--- src/rtl/t2t_pkg.sv ---
package t2t_pkg;

    localparam int NUM_BLOCKS     = 16;
    localparam int BLK_BYTES      = 4;
    localparam int READ_BLOCKS    = 4;
    localparam int RESP_BYTES     = READ_BLOCKS * BLK_BYTES;
    localparam int CASC_BYTES     = 5;
    localparam int FIRST_WRITABLE = 2;

    typedef enum logic [2:0] {
        ST_IDLE   = 3'd0,
        ST_READY1 = 3'd1,
        ST_READY2 = 3'd2,
        ST_ACTIVE = 3'd3,
        ST_HALT   = 3'd4
    } tag_state_e;

    localparam logic [7:0] OP_REQA   = 8'h26;
    localparam logic [7:0] OP_WUPA   = 8'h52;
    localparam logic [7:0] OP_SEL1   = 8'h93;
    localparam logic [7:0] OP_SEL2   = 8'h95;
    localparam logic [7:0] OP_READ   = 8'h30;
    localparam logic [7:0] OP_WRITE  = 8'hA2;
    localparam logic [7:0] OP_HALT   = 8'h50;
    localparam logic [7:0] NVB_ALL   = 8'h70;
    localparam logic [7:0] CASC_TAG  = 8'h88;
    localparam logic [7:0] SAK_NEXT  = 8'h04;
    localparam logic [7:0] SAK_LAST  = 8'h00;
    localparam logic [7:0] CODE_ACK  = 8'h0A;
    localparam logic [7:0] CODE_NAK  = 8'h00;
    localparam logic [15:0] ATQA_VAL = 16'h0044;

    typedef struct packed {
        logic                    valid;
        logic                    short_frame;
        logic                    with_crc;
        logic [2:0]              skip;
        logic [4:0]              nbytes;
        logic [8*RESP_BYTES-1:0] data;
    } resp_t;

    // Five cascade octets of one level, octet 0 in the low bits, BCC last.
    function automatic logic [39:0] cascade(logic [55:0] uid, logic level2);
        logic [31:0] body;
        logic [7:0]  bcc;
        body = level2 ? uid[55:24] : {uid[23:0], CASC_TAG};
        bcc  = body[7:0] ^ body[15:8] ^ body[23:16] ^ body[31:24];
        return {bcc, body};
    endfunction

    function automatic logic [31:0] init_block(logic [55:0] uid, logic [31:0] cc, int blk);
        logic [39:0] c1;
        logic [39:0] c2;
        c1 = cascade(uid, 1'b0);
        c2 = cascade(uid, 1'b1);
        case (blk)
            0:       return {c1[39:32], uid[23:0]};
            1:       return uid[55:24];
            2:       return {24'h0, c2[39:32]};
            3:       return cc;
            default: return 32'h0;
        endcase
    endfunction

endpackage

--- src/rtl/t2t_rx_frame.sv ---
module t2t_rx_frame #(
    parameter int FRAME_BYTES = 8,
    localparam int CW = $clog2(FRAME_BYTES + 1)
) (
    input  logic                     clk,
    input  logic                     rst,
    input  logic                     octet_valid,
    input  logic [7:0]               octet,
    input  logic                     frame_end,
    output logic [8*FRAME_BYTES-1:0] frame
);
    logic [CW-1:0] count;

    always_ff @(posedge clk) begin
        if (rst) begin
            count <= '0;
            frame <= '0;
        end else if (frame_end) begin
            count <= '0;
            frame <= '0;
        end else if (octet_valid && count < CW'(FRAME_BYTES)) begin
            frame[8*count +: 8] <= octet;
            count               <= count + 1'b1;
        end
    end
endmodule

--- src/rtl/t2t_store.sv ---
module t2t_store import t2t_pkg::*; #(
    parameter logic [55:0] UID = 56'h0,
    parameter logic [31:0] CC  = 32'h0,
    localparam int AW = $clog2(NUM_BLOCKS)
) (
    input  logic                            clk,
    input  logic                            rst,
    input  logic                            wr_en,
    input  logic [AW-1:0]                   wr_addr,
    input  logic [8*BLK_BYTES-1:0]          wr_data,
    input  logic [AW-1:0]                   rd_addr,
    output logic [8*RESP_BYTES-1:0]         rd_data
);
    logic [8*BLK_BYTES-1:0] blocks [NUM_BLOCKS];

    always_ff @(posedge clk) begin
        if (rst) begin
            for (int b = 0; b < NUM_BLOCKS; b++)
                blocks[b] <= init_block(UID, CC, b);
        end else if (wr_en) begin
            blocks[wr_addr] <= wr_data;
        end
    end

    for (genvar g = 0; g < READ_BLOCKS; g++) begin : g_rd
        assign rd_data[8*BLK_BYTES*g +: 8*BLK_BYTES] = blocks[AW'(rd_addr + AW'(g))];
    end

    // the controller never asks to overwrite the identity blocks
    a_r9_protected_blocks: assert property (@(posedge clk) disable iff (rst)
        wr_en |-> wr_addr >= AW'(FIRST_WRITABLE));
endmodule

--- src/rtl/t2t_casc.sv ---
module t2t_casc import t2t_pkg::*; #(
    parameter logic [55:0] UID = 56'h0
) (
    input  logic        level2,
    input  logic [39:0] rx_uid,
    input  logic [5:0]  nbits,
    output logic [39:0] casc,
    output logic        prefix_ok
);
    logic [39:0] mask;

    always_comb begin
        casc      = cascade(UID, level2);
        mask      = (nbits >= 6'd40) ? '1 : ((40'd1 << nbits) - 40'd1);
        prefix_ok = ((rx_uid ^ casc) & mask) == 40'd0;
    end
endmodule

--- src/rtl/t2_tag_ctrl.sv ---
module t2_tag_ctrl import t2t_pkg::*; #(
    parameter logic [55:0] UID_VALUE   = 56'hF6E5D4C3B2A104,
    parameter logic [31:0] CC_VALUE    = 32'h000610E1,
    parameter int          FRAME_BYTES = 8,
    localparam int RESP_W = 8 * RESP_BYTES,
    localparam int AW     = $clog2(NUM_BLOCKS)
) (
    input  logic              clk,
    input  logic              rst,
    input  logic              rx_byte_valid,
    input  logic [7:0]        rx_byte,
    input  logic              rx_done,
    input  logic [6:0]        rx_bits,
    input  logic              rx_short,
    input  logic              rx_crc_ok,
    output logic              resp_valid,
    output logic              resp_short,
    output logic              resp_crc,
    output logic [2:0]        resp_skip,
    output logic [4:0]        resp_nbytes,
    output logic [RESP_W-1:0] resp_data,
    output logic [2:0]        tag_state
);
    logic [8*FRAME_BYTES-1:0] frame;
    logic [RESP_W-1:0]        rd_data;
    logic [39:0]              casc;
    logic                     prefix_ok;
    logic [5:0]               nbits;
    logic [6:0]               pbits;

    tag_state_e state_q, state_d;
    logic       halted_q, halted_d;
    resp_t      resp_q, resp_d;
    logic       wr_en;

    t2t_rx_frame #(.FRAME_BYTES(FRAME_BYTES)) i_frame (
        .clk(clk), .rst(rst), .octet_valid(rx_byte_valid), .octet(rx_byte),
        .frame_end(rx_done), .frame(frame));

    t2t_store #(.UID(UID_VALUE), .CC(CC_VALUE)) i_store (
        .clk(clk), .rst(rst), .wr_en(wr_en), .wr_addr(frame[8+:AW]),
        .wr_data(frame[47:16]), .rd_addr(frame[8+:AW]), .rd_data(rd_data));

    t2t_casc #(.UID(UID_VALUE)) i_casc (
        .level2(state_q == ST_READY2), .rx_uid(frame[55:16]), .nbits(nbits),
        .casc(casc), .prefix_ok(prefix_ok));

    logic [7:0] cmd, arg;
    logic       is_reqa, is_wupa, in_ready, is_acoll, is_select;
    logic       is_read, is_write, is_halt;
    tag_state_e home;

    always_comb begin
        cmd      = frame[7:0];
        arg      = frame[15:8];
        pbits    = rx_bits - 7'd16;
        if (rx_bits >= 7'd56)      nbits = 6'd40;
        else if (rx_bits >= 7'd16) nbits = pbits[5:0];
        else                       nbits = 6'd0;
        is_reqa  = rx_short && rx_bits == 7'd7 && cmd[6:0] == OP_REQA[6:0];
        is_wupa  = rx_short && rx_bits == 7'd7 && cmd[6:0] == OP_WUPA[6:0];
        in_ready = state_q == ST_READY1 || state_q == ST_READY2;
        is_acoll = in_ready && !rx_short && rx_bits >= 7'd16 && rx_bits < 7'd56 &&
                   cmd == ((state_q == ST_READY2) ? OP_SEL2 : OP_SEL1);
        is_select = in_ready && !rx_short && rx_bits == 7'd56 && arg == NVB_ALL &&
                    rx_crc_ok && prefix_ok &&
                    cmd == ((state_q == ST_READY2) ? OP_SEL2 : OP_SEL1);
        is_read  = !rx_short && rx_bits == 7'd16 && cmd == OP_READ;
        is_write = !rx_short && rx_bits == 7'd48 && cmd == OP_WRITE;
        is_halt  = !rx_short && rx_bits == 7'd16 && cmd == OP_HALT && arg == 8'h00;
        home     = halted_q ? ST_HALT : ST_IDLE;
    end

    always_comb begin
        state_d  = state_q;
        halted_d = halted_q;
        resp_d   = '0;
        wr_en    = 1'b0;
        if (rx_done) begin
            case (state_q)
                ST_IDLE, ST_HALT: begin
                    if (is_wupa || (is_reqa && state_q == ST_IDLE)) begin
                        resp_d.valid  = 1'b1;
                        resp_d.nbytes = 5'd2;
                        resp_d.data   = RESP_W'(ATQA_VAL);
                        state_d       = ST_READY1;
                    end
                end
                ST_READY1, ST_READY2: begin
                    if (is_acoll) begin
                        if (prefix_ok) begin
                            resp_d.valid  = 1'b1;
                            resp_d.skip   = pbits[2:0];
                            resp_d.nbytes = 5'(CASC_BYTES) - {2'b00, pbits[5:3]};
                            resp_d.data   = RESP_W'(casc >> {pbits[5:3], 3'b000});
                        end
                    end else if (is_select) begin
                        resp_d.valid    = 1'b1;
                        resp_d.with_crc = 1'b1;
                        resp_d.nbytes   = 5'd1;
                        resp_d.data     = RESP_W'((state_q == ST_READY2) ? SAK_LAST : SAK_NEXT);
                        state_d         = (state_q == ST_READY2) ? ST_ACTIVE : ST_READY2;
                    end else if (is_read && rx_crc_ok && arg == 8'h00) begin
                        resp_d.valid    = 1'b1;
                        resp_d.with_crc = 1'b1;
                        resp_d.nbytes   = 5'(RESP_BYTES);
                        resp_d.data     = rd_data;
                        state_d         = ST_ACTIVE;
                    end else begin
                        state_d = home;
                    end
                end
                ST_ACTIVE: begin
                    if (is_read || is_write) begin
                        resp_d.valid       = 1'b1;
                        resp_d.nbytes      = 5'd1;
                        resp_d.short_frame = 1'b1;
                        resp_d.data        = RESP_W'(CODE_NAK);
                        if (is_read && rx_crc_ok && arg < 8'(NUM_BLOCKS)) begin
                            resp_d.short_frame = 1'b0;
                            resp_d.with_crc    = 1'b1;
                            resp_d.nbytes      = 5'(RESP_BYTES);
                            resp_d.data        = rd_data;
                        end else if (is_write && rx_crc_ok && arg < 8'(NUM_BLOCKS) &&
                                     arg >= 8'(FIRST_WRITABLE)) begin
                            wr_en       = 1'b1;
                            resp_d.data = RESP_W'(CODE_ACK);
                        end
                    end else if (is_halt && rx_crc_ok) begin
                        state_d  = ST_HALT;
                        halted_d = 1'b1;
                    end else begin
                        state_d = home;
                    end
                end
                default: state_d = ST_IDLE;
            endcase
        end
    end

    always_ff @(posedge clk) begin
        if (rst) begin
            state_q  <= ST_IDLE;
            halted_q <= 1'b0;
            resp_q   <= '0;
        end else begin
            state_q  <= state_d;
            halted_q <= halted_d;
            resp_q   <= resp_d;
        end
    end

    assign resp_valid  = resp_q.valid;
    assign resp_short  = resp_q.short_frame;
    assign resp_crc    = resp_q.with_crc;
    assign resp_skip   = resp_q.skip;
    assign resp_nbytes = resp_q.nbytes;
    assign resp_data   = resp_q.data;
    assign tag_state   = state_q;

    // an answer only ever follows a frame end strobe
    a_r12_resp_after_done: assert property (@(posedge clk) disable iff (rst)
        resp_valid |-> $past(rx_done));

    // once halted, only a wake-up short frame releases the tag
    a_r3_halt_sticky: assert property (@(posedge clk) disable iff (rst)
        (state_q == ST_HALT && !(rx_done && is_wupa)) |=> state_q == ST_HALT);

    // the active state is entered only from a ready state
    a_r7_active_entry: assert property (@(posedge clk) disable iff (rst)
        (state_q == ST_ACTIVE && $past(state_q) != ST_ACTIVE) |->
        ($past(state_q) == ST_READY1 || $past(state_q) == ST_READY2));

    // ACK and NAK are single 4-bit frames without CRC
    a_r9_short_answer: assert property (@(posedge clk) disable iff (rst)
        (resp_valid && resp_short) |-> (resp_nbytes == 5'd1 && !resp_crc));

    // a bit-split answer is an anticollision tail, never CRC-protected
    a_r4_split_tail: assert property (@(posedge clk) disable iff (rst)
        (resp_valid && resp_skip != 3'd0) |-> (!resp_crc && resp_nbytes <= 5'd5));
endmodule

--- config.mk ---
export PLATFORM = sky130hd
export DESIGN_NAME = t2_tag_ctrl
export DESIGN_NICKNAME = d
export VERILOG_FILES = /design/src/rtl/t2t_pkg.sv /design/src/rtl/t2t_rx_frame.sv /design/src/rtl/t2t_store.sv /design/src/rtl/t2t_casc.sv /design/src/rtl/t2_tag_ctrl.sv
export SDC_FILE = /design/constraint.sdc
export NUM_CORES = 2
export LEC_CHECK = 0
export BUFFER_PORTS_ARGS = -buffer_cell sky130_fd_sc_hd__buf_2
export CAP_MARGIN = 20
export CORE_MARGIN = 5
export CORE_UTILIZATION = 50
export DETAILED_ROUTE_END_ITERATION = 16
export PLACE_DENSITY = 0.68
export SLEW_MARGIN = 0
export SYNTH_ARGS = -nofsm -noshare
export SYNTH_HDL_FRONTEND = slang
export SYNTH_SLANG_ARGS = --single-unit
export TNS_END_PERCENT = 5
--- constraint.sdc ---
create_clock -name clk -period 5.31 [get_ports clk]
set_input_delay 1.3275 -clock clk [delete_from_list [all_inputs] [get_ports clk]]
set_output_delay 1.3275 -clock clk [all_outputs]
set_load 0.03 [all_outputs]
==> impl_metrics.toml <==
[worst_setup_path]
worstPathArrival_ns = 5.32
criticalPathCategory = "in2reg"
crit_path_end_kind = "flip-flop"
cp.required_ns = 5.88
critical_path.startpoint = "rx_bits[4]"
crit_path_start_kind = "input pin"
r2r_start = "i_frame.frame[9]"
path_max_fanout = 5

[sta]
clock.fmax_mhz = 210
drv_slew = 0
slew_headroom = 0.119
fin_crit_sh = 0.895
tightestPinTransition_ns = 1.32
min_period_ns = 4.75
setup_viol = 0
hold_viol = 0
setup_tns_ns = 0
skew_ns = 0.0260
rsz0062_at_grt = "no"

[drt]
routed_wl_um = 159000
routedWlPerCell_um = 34.5
via_per_inst = 7.03
drtIter0Drc = 4410
drc = 0
antenna_left = 0
num_vias = 32300
drt_pass1_iterations = 5

[final_layout]
fin_util = 0.580
drive_above_1_share = 0.370
layout.nets = 3414
area_growth_pct = 15.5

[floorplanning]
die_y_um = 305
dieArea_um2 = 92800
ios = 163
core_area_um2 = 86500
start_util = 0.502
die_w_um = 305
core.rowCount = 108

[yosys]
ys_ff_latch = 719
synthTopCellsByArea = "edfxtp_1 35%, mux4_2 28%, dfxtp_1 9.5%, and2_1 7.3%, mux2_2 2.5%"
syn-cell-area_um2 = 43400
synthArstFlopShare = 0
yosys_warnings = 0
synth_ff_type = "edfxtp_1"
synth.distinct_cells = 90
synth_edf_count = 512
yosys.area.top_type = "edfxtp_1"
synth_top_area_frac = 0.354
postSynthAreaPerCell_um2 = 13.6
syn_inst = 3183
syn_nets = 3221
yosysSeqAreaShare = 0.450

[clock_network]
cts.root.buffer_cell = "clkbuf_16"
cts_tree = "done"
cts_made_buffers = 81
clockBufferDepth = 3
h-tree-depth = 3
path_clk_slew_ns = 0.06
cts_setup_buffers = 0
holdBufCountCts = 0
clk_latency_ns = 0.67
clock_sinks = 719
ctsResizeCount = 0

[global_routing]
grt.total_usage = 0.335
grt_max_degree = 162
grt_overflow_total = 0
grt_pass1_wl_um = 227000
grt_antenna_before_repair = 6
grt_pass1_vias = 32100

[place]
io_buffer_count = 162
finalWeightedCongestion = 0.978
dpl.hpwl_um = 106000

[power_and_ir_drop]
powerDensity_nw_per_um2 = 256
peakVddDrop_v = 0.000271
leakagePower_nw = 16.7

[run_status]
status = "complete, no violations"

[min_path]
hp-class = "reg2reg"
hold_start = "i_frame.frame[15]"

[job]
drv_cap = 0
[state kept, by name (all words and copies together), names as in the netlist, named ones only]
name and count:
resp_crc 1, resp_short 1, tag_state 3, resp_skip 3, resp_nbytes 5, i_store.blocks 512
i_frame.frame 56, i_frame.count 4, resp_valid 1, resp_data 128, halted_q 1
[cells by family (layout without fill, tap and decap cells)]
| kind of cell | Yosys count | in the layout | synth area share |
|---|---|---|---|
| AO/OA/AOI/OAI | 319 | 319 | 0.0501 |
| AND/OR/NAND/NOR | 1061 | 1061 | 0.139 |
| buffers and inverters | 340 | 601 | 0.0303 |
| XOR/XNOR | 26 | 26 | 0.00524 |
| flip-flops | 719 | 719 | 0.450 |
| other | 0 | 3 | 0 |
| adder cells (fa/ha/maj) | 17 | 17 | 0.00490 |
| multiplexers | 701 | 701 | 0.321 |
[report_power, final]
group          internal (W)  switching (W)  leakage [nW]
registers           0.00620       0.000195          6.55
logic              0.000485       0.000520          8.89
clock network       0.00308        0.00237          1.26
[area by class of cell]
class | instances | area [um2]
Clock buffer | 120 | 2350
Fill cell | 6782 | 36300
Antenna cell | 3 | 7.51
Inverter | 20 | 75.1
Tap cell | 1155 | 1450
Timing Repair Buffer | 430 | 3770
Multi-Input combinational cell | 2124 | 22800
Clock inverter | 31 | 219
Sequential cell | 719 | 19500
[metrics by stage]
| step | std cells | worst slack, ns | instance area, um2 | hold WS [ns] | total power [W] |
|---|---|---|---|---|---|
| after floorplan | 3183 | 0.0537 | 43400 | 0.431 | 0.00701 |
| after global placement | 4447 | 0.0115 | 47600 | 0.444 | 0.00744 |
| after detailed placement | 4447 | 0.000456 | 47600 | 0.448 | 0.00748 |
| after CTS | 4598 | 0.684 | 50100 | 0.455 | 0.0129 |
| after global routing | 4599 | 0.464 | 50100 | 0.482 | 0.0132 |
| final | 4602 | 0.558 | 50200 | 0.449 | 0.0129 |
[worst max-delay path: stages]
cell      delay [ns]
buf_2           0.15
ha_1            0.32
nand2b_1        0.17
a22o_1          0.18
nor2_1          0.06
nand2_1         0.07
ha_2            0.24
buf_4           0.13
o211a_1         0.29
nand4_1         0.15
o311ai_0        0.53
nand4_1         0.26
or4_4           0.52
buf_4           0.18
nor3_1          0.34
o311ai_0        0.16
a211oi_1        0.24
[synthesized netlist by cell type, types with 45 or more instances]
master and n:
mux4_2 544, edfxtp_1 512, and2_1 505, clkbuf_1 245
dfxtp_1 207, nor2_1 135, nand2_1 124, mux2_2 96
a21oi_1 91, nand3_1 66, buf_1 61, mux2i_1 61
a211oi_1 53, or3_1 45
[per-layer routing]
layer	global-route usage	wire length, um
met1	0.440	56300
met2	0.515	72500
met3	0.101	20900
met4	0.160	9040
met5	0	29
[cells in the final DEF (no fill, tap or decap), drive strengths merged, types with 9 or more instances in the layout]
cell	netlist	layout
nand3	67	67
clkbuf	245	120
mux2i	61	61
and2	507	507
o31ai	19	19
buf	75	430
ha	17	17
o21ai	44	44
a211oi	55	55
edfxtp	512	512
nor2	135	135
mux4	544	544
nand2b	24	24
a31oi	18	18
dfxtp	207	207
mux2	96	96
clkinv	0	25
xnor2	20	20
inv	20	24
nand4	18	18
nor4	17	17
and3	9	9
nor2b	11	11
or2	26	26
nand2	125	125
o211ai	10	10
nor3	35	35
a21oi	93	93
or3	46	46
[final timing paths]
path / end / depth (start not counted) / slack, ns
setup / recovery: resp_crc / 17 / 0.56
hold / removal: i_frame.frame[15] / 2 / 0.45
setup reg to reg: i_store.blocks[8][22] / 10 / 1.08
hold reg to reg: i_frame.frame[15] / 2 / 0.45
Power figures use the tool's default switching activity.
